**config.mk**
```make
export PLATFORM = sky130hd
export DESIGN_NAME = ptrLowBoundChk
export DESIGN_NICKNAME = d
export VERILOG_FILES = /design/src/rtl/lbc_pkg.sv /design/src/rtl/lbcControl.sv /design/src/rtl/lbcDatapath.sv /design/src/rtl/ptrLowBoundChk.sv
export SDC_FILE = /design/constraint.sdc
export NUM_CORES = 1
export LEC_CHECK = 0
export ABC_AREA = 1
export BUFFER_PORTS_ARGS = -buffer_cell sky130_fd_sc_hd__buf_2
export CAP_MARGIN = 20
export CORE_ASPECT_RATIO = 0.5
export CORE_UTILIZATION = 45
export DETAILED_ROUTE_END_ITERATION = 7
export PLACE_DENSITY = 0.85
export SKIP_CTS_REPAIR_TIMING = 1
export SYNTH_ARGS = -nofsm -noshare
export SYNTH_HDL_FRONTEND = slang
export SYNTH_SLANG_ARGS = --single-unit
```
**constraint.sdc**
```tcl
create_clock -name clk -period 2.85 [get_ports clk]
set_input_delay 0.1425 -clock clk [delete_from_list [all_inputs] [get_ports clk]]
set_output_delay 0.1425 -clock clk [all_outputs]
set_load 0.01 [all_outputs]
```
**src/rtl/lbc_pkg.sv**
```systemverilog
package lbc_pkg;

  localparam int STATUS_W = 8;
  localparam logic [STATUS_W-1:0] BR_STATUS = 8'h01;

  typedef enum logic [2:0] {
    MODE_REAL   = 3'd0,
    MODE_V86    = 3'd1,
    MODE_PROT   = 3'd2,
    MODE_COMPAT = 3'd3,
    MODE_LONG   = 3'd4
  } cpuMode_e;

  // Strobes sent from control to datapath
  typedef struct packed {
    logic accept;     // request present this cycle
    logic badOpcode;  // encoding illegal in the current mode
    logic wideCmp;    // compare full width (64-bit mode)
  } lbcStrobe_t;

endpackage

```
**src/rtl/lbcControl.sv**
```systemverilog
module lbcControl
  import lbc_pkg::*;
#(
  parameter int IDX_W   = 4,
  parameter int NUM_BND = 4
) (
  input  logic             clk,
  input  logic             rstN,
  input  logic             inValid,
  input  logic [2:0]       cpuMode,
  input  logic             csDefault32,
  input  logic             addrOverride,
  input  logic             lockPrefix,
  input  logic [IDX_W-1:0] bndIdx,
  input  logic             belowBound,
  output lbcStrobe_t       strobe,
  output logic             resValid,
  output logic             resPass,
  output logic             resBoundFault,
  output logic             resBadOpcode
);

  localparam logic [IDX_W:0] BND_LIMIT = (IDX_W+1)'(NUM_BND);

  logic isLong;
  logic knownMode;
  logic idxBad;
  logic addr16;
  logic badOp;

  always_comb begin
    isLong    = (cpuMode == 3'(MODE_LONG));
    knownMode = (cpuMode <= 3'(MODE_LONG));
    idxBad    = ({1'b0, bndIdx} >= BND_LIMIT);
    // effective addressing is 16-bit when the override flips a 32-bit default
    // or leaves a 16-bit default in place; not applicable in 64-bit mode
    addr16    = !isLong && (addrOverride == csDefault32);
    badOp     = lockPrefix || !knownMode || idxBad || addr16;

    strobe.accept    = inValid;
    strobe.badOpcode = badOp;
    strobe.wideCmp   = isLong;
  end

  always_ff @(posedge clk) begin
    if (!rstN) begin
      resValid      <= 1'b0;
      resPass       <= 1'b0;
      resBoundFault <= 1'b0;
      resBadOpcode  <= 1'b0;
    end else begin
      resValid      <= inValid;
      resBadOpcode  <= inValid && badOp;
      resBoundFault <= inValid && !badOp && belowBound;
      resPass       <= inValid && !badOp && !belowBound;
    end
  end

  AST_LOCK_REJECT: assert property (@(posedge clk) disable iff (!rstN)
    (inValid && lockPrefix) |=> (resBadOpcode && !resPass && !resBoundFault));

  AST_IDX_REJECT: assert property (@(posedge clk) disable iff (!rstN)
    (inValid && ({1'b0, bndIdx} >= BND_LIMIT)) |=> resBadOpcode);

  AST_ONE_OUTCOME: assert property (@(posedge clk) disable iff (!rstN)
    resValid |-> ($countones({resPass, resBoundFault, resBadOpcode}) == 1));

  AST_IDLE_SILENT: assert property (@(posedge clk) disable iff (!rstN)
    !resValid |-> !(resPass || resBoundFault || resBadOpcode));

  AST_LATENCY_ONE: assert property (@(posedge clk) disable iff (!rstN)
    inValid |=> resValid);

endmodule

```
**src/rtl/lbcDatapath.sv**
```systemverilog
module lbcDatapath
  import lbc_pkg::*;
#(
  parameter int ADDR_W   = 64,
  parameter int NARROW_W = 32
) (
  input  logic                clk,
  input  logic                rstN,
  input  lbcStrobe_t          strobe,
  input  logic                memForm,
  input  logic [ADDR_W-1:0]   operand,
  input  logic [ADDR_W-1:0]   lowerBound,
  output logic                belowBound,
  output logic                statusWe,
  output logic [STATUS_W-1:0] statusData
);

  localparam int PAD_W = ADDR_W - NARROW_W;

  logic [ADDR_W-1:0] narrowVal;
  logic [ADDR_W-1:0] cmpVal;
  logic              brHit;

  generate
    if (PAD_W > 0) begin : g_extend
      assign narrowVal = {{PAD_W{1'b0}}, operand[NARROW_W-1:0]};
    end else begin : g_same
      assign narrowVal = operand;
    end
  endgenerate

  always_comb begin
    cmpVal     = strobe.wideCmp ? operand : narrowVal;
    belowBound = (cmpVal < lowerBound);
    brHit      = strobe.accept && !strobe.badOpcode && belowBound;
  end

  always_ff @(posedge clk) begin
    if (!rstN) begin
      statusWe   <= 1'b0;
      statusData <= '0;
    end else begin
      statusWe   <= brHit;
      statusData <= brHit ? BR_STATUS : '0;
    end
  end

  AST_STATUS_CODE: assert property (@(posedge clk) disable iff (!rstN)
    statusWe |-> (statusData == BR_STATUS));

  AST_BAD_NO_STATUS: assert property (@(posedge clk) disable iff (!rstN)
    (strobe.accept && strobe.badOpcode) |=> !statusWe);

  AST_MEM_FORM_FAULT: assert property (@(posedge clk) disable iff (!rstN)
    (strobe.accept && memForm && !strobe.badOpcode && strobe.wideCmp &&
     (operand < lowerBound)) |=> statusWe);

endmodule

```
**src/rtl/ptrLowBoundChk.sv**
```systemverilog
module ptrLowBoundChk
  import lbc_pkg::*;
#(
  parameter int ADDR_W   = 64,
  parameter int NARROW_W = 32,
  parameter int IDX_W    = 4,
  parameter int NUM_BND  = 4
) (
  input  logic                clk,
  input  logic                rstN,
  input  logic                inValid,
  input  logic [2:0]          cpuMode,
  input  logic                csDefault32,
  input  logic                addrOverride,
  input  logic                lockPrefix,
  input  logic [IDX_W-1:0]    bndIdx,
  input  logic                memForm,
  input  logic [ADDR_W-1:0]   operand,
  input  logic [ADDR_W-1:0]   lowerBound,
  output logic                resValid,
  output logic                resPass,
  output logic                resBoundFault,
  output logic                resBadOpcode,
  output logic                statusWe,
  output logic [STATUS_W-1:0] statusData
);

  lbcStrobe_t ctlStrobe;
  logic       belowBound;

  lbcControl #(
    .IDX_W  (IDX_W),
    .NUM_BND(NUM_BND)
  ) i_control (
    .clk          (clk),
    .rstN         (rstN),
    .inValid      (inValid),
    .cpuMode      (cpuMode),
    .csDefault32  (csDefault32),
    .addrOverride (addrOverride),
    .lockPrefix   (lockPrefix),
    .bndIdx       (bndIdx),
    .belowBound   (belowBound),
    .strobe       (ctlStrobe),
    .resValid     (resValid),
    .resPass      (resPass),
    .resBoundFault(resBoundFault),
    .resBadOpcode (resBadOpcode)
  );

  lbcDatapath #(
    .ADDR_W  (ADDR_W),
    .NARROW_W(NARROW_W)
  ) i_datapath (
    .clk       (clk),
    .rstN      (rstN),
    .strobe    (ctlStrobe),
    .memForm   (memForm),
    .operand   (operand),
    .lowerBound(lowerBound),
    .belowBound(belowBound),
    .statusWe  (statusWe),
    .statusData(statusData)
  );

  AST_STATUS_TRACKS_FAULT: assert property (@(posedge clk) disable iff (!rstN)
    statusWe == resBoundFault);

endmodule

```
==> flow_summary_export.csv <==
group,metric,value,unit
placed_design,numPortBuffers,144,
clocking,root_buffer,"clkbuf_8",
final_layout,diodes,0,
placed_design,hpwl,4350,µm
critical_path,critPathRequiredTime,2.94,ns
detailed_routing,dr.pass1.iters,4,
detailed_routing,drc,0,
pwr,power.leakage,2.12,nW
placed_design,place_congestion,0.778,
floorplanning,start_util,47.4,%
global_route,grt_pass1_wl,8100,µm
timing,min_period_over_period,59.4,%
critical_path,slowest_delay,0.32,ns
critical_path,crit_chain,"buf_2, nand2_1, buf_4, nor2_1, ha_1, nand2_1, inv_1, o21ai_1, nand2_1, a21oi_1, nand2_1, a21oi_1, a21oi_1",
global_route,grt_usage,19.6,%
clocking,clk_path_buf_depth,2,
pwr,power.density,157,nW/µm²
pwr,p_seq_share,12.9,%
critical_path,arrival,1.78,ns
pwr,p_int,0.000291,W
timing,finalHoldViolations,0,
synth,synth.distinct_cells,23,
clocking,cts_tree,"done",
floorplanning,chipWidth,99,µm
floorplanning,dieArea,5000,µm²
pwr,power.switching,0.000163,W
clocking,clock-sinks,4,
synth,synth_async_sr_flop_share,0,%
critical_path,crit_slowest_cell,"ha_1",
synth,synthTopCellsByArea,"ha_1 37%, inv_1 20%, nand2_1 9.0%",
timing,tns,0,ns
synth,ys.warnings.count,0,
synth,ys_ff_latch,4,
critical_path,setup.worst_path.start_class,"input pin",
global_route,overflow,0,
final_layout,drive_gt1_share,30.8,%
detailed_routing,drtAntennaViolNets,0,
worst_hold_path,hold_class,"input pin to flip-flop",
detailed_routing,viasPerCell,4.40,
synth,synthCells,358,
critical_path,cp-end-kind,"flip-flop",
synth,syn-cell-area,2120,µm²
worst_hold_path,hold_depth,3,
clocking,clkSlewWorstSetupHoldPaths,0.03,ns
job,maxCapViolations,0,
pwr,p_sw_share,35.9,%
synth,synth_edf_count,0,
detailed_routing,drt_wl_total,4720,µm
global_route,grt_pass1_vias,2176,
floorplanning,ios,155,
detailed_routing,num_vias,2450,
pwr,comb_power_share,61.8,%
synth,synthFlopType,"dfxtp_1",
critical_path,path_common_cell,"nand2_1",
final_layout,areaGrowthSynthToFinish,37.1,%
clocking,numCtsBuffers,3,
timing,period_needed,1.69,ns
timing,whs,0.165,ns
outcome,status,"complete, no violations",
synth,synth_area_per_cell,5.91,µm²
timing,drv_slew,0,
floorplanning,rows,17,
synth,synth_commonest_cells,"113 x inv_1, 63 x ha_1, 51 x nand2_1",
detailed_routing,drtIter0Drc,47,
synth,ys_seq_area_share,3.78,%
placed_design,pre_cts_ws,0.929,ns
critical_path,crit_type,"input pin to flip-flop",
synth,netlist.area_leader.share,37.2,%
detailed_routing,avgRoutedWirePerCell,8.48,µm
global_route,grt_max_degree,34,
final_layout,nets,707,
floorplanning,dieHeight,50.5,µm
pwr,ir_worst_vdd,0.0885,mV
floorplanning,coreArea,4470,µm²
pwr,p_clk_share,25.3,%
clocking,cts-htree-levels,1,
timing,fin_ws,1.16,ns
timing,setup_viol,0,
critical_path,cp_max_fo,33,
synth,synth_area_leader_cell,"ha_1",
timing,max_freq,591,MHz
global_route,antenna_found_initial,0,
synth,synth_most_common_cell,"inv_1",
timing,rsz0062_at_grt,"false",
## final timing paths
kind | endpoint | start
worst max-delay path | i_control.resPass$_SDFF_PN0_ | cpuMode[2]
worst min-delay path | i_control.resBadOpcode$_SDFF_PN0_ | lockPrefix
## sequential cells by signal, indices dropped and copies added (netlist names)
| signal | cells |
|---|---|
| i_control.resBadOpcode | 1 |
| i_control.resValid | 1 |
| i_datapath.statusWe | 1 |
| i_control.resPass | 1 |
## layout by cell type, fill, tap and decap left out, drive strengths merged, types with 7 or more instances in the layout
| master | instances |
|---|---|
| a21oi | 28 |
| buf | 145 |
| conb | 7 |
| ha | 63 |
| inv | 113 |
| nand2 | 53 |
| nand3 | 7 |
| nand4 | 7 |
| nor2 | 52 |
| o21ai | 9 |
## routing by layer
| layer | vias to the layer above | GRT usage, % | share of wire, % | routed length (µm) |
|---|---|---|---|---|
| met4 | 0 | 5.47 | 1.3 | 63 |
| met1 | 1018 | 21.5 | 44 | 2070 |
| met3 | 6 | 1.39 | 5.0 | 237 |
| met5 | - | 0 | 0 | 0 |
| met2 | 66 | 40.8 | 50 | 2350 |
| li1 | 1360 | - | - | - |
## metrics by stage
step                total power [W]  cells  utilization, %  instance area [µm²]
finish                     0.000455    557            65.0                 2900
global route               0.000517    557            65.0                 2900
CTS                        0.000462    557            65.0                 2900
detailed placement         0.000342    554            64.0                 2860
global placement           0.000333    554            64.0                 2860
floorplan                  0.000223    364               -                 2140
## kinds of logic (layout without fill, tap and decap cells)
logic type	Yosys count	in the layout	share of synthesized area (%)
AO/OA/AOI/OAI	40	40	9.69
XOR/XNOR	1	1	0.414
adder cells (fa/ha/maj)	63	63	37.2
buffers and inverters	125	261	23.8
flip-flops	4	4	3.78
other	1	7	0.177
AND/OR/NAND/NOR	124	124	24.9
## critical path: cells and delay by family
| kind | cells | cell delay, ns |
|---|---|---|
| fa+ha+maj | 1 | 0.32 |
| compound gates | 4 | 0.52 |
| simple gates | 5 | 0.36 |
| buf+inv | 3 | 0.45 |
## power groups by stage
stage	Sequential [W]	Clock [W]	Combinational (W)
3_3_place_gp	0.0000592	0	0.000274
5_1_grt	0.0000585	0.000126	0.000333
2_1_floorplan	0.0000602	0	0.000163
4_1_cts	0.0000586	0.000118	0.000285
6_report	0.0000585	0.000115	0.000281
3_5_place_dp	0.0000593	0	0.000283
## cell type report
| class | count | area, µm² |
|---|---|---|
| Fill cell | 447 | 1570 |
| Multi-Input combinational cell | 235 | 1560 |
| Timing Repair Buffer | 145 | 728 |
| Inverter | 113 | 424 |
| Sequential cell | 4 | 80.1 |
| Tap cell | 57 | 71.3 |
| Clock buffer | 3 | 41.3 |
Power figures use the tool's default switching activity.
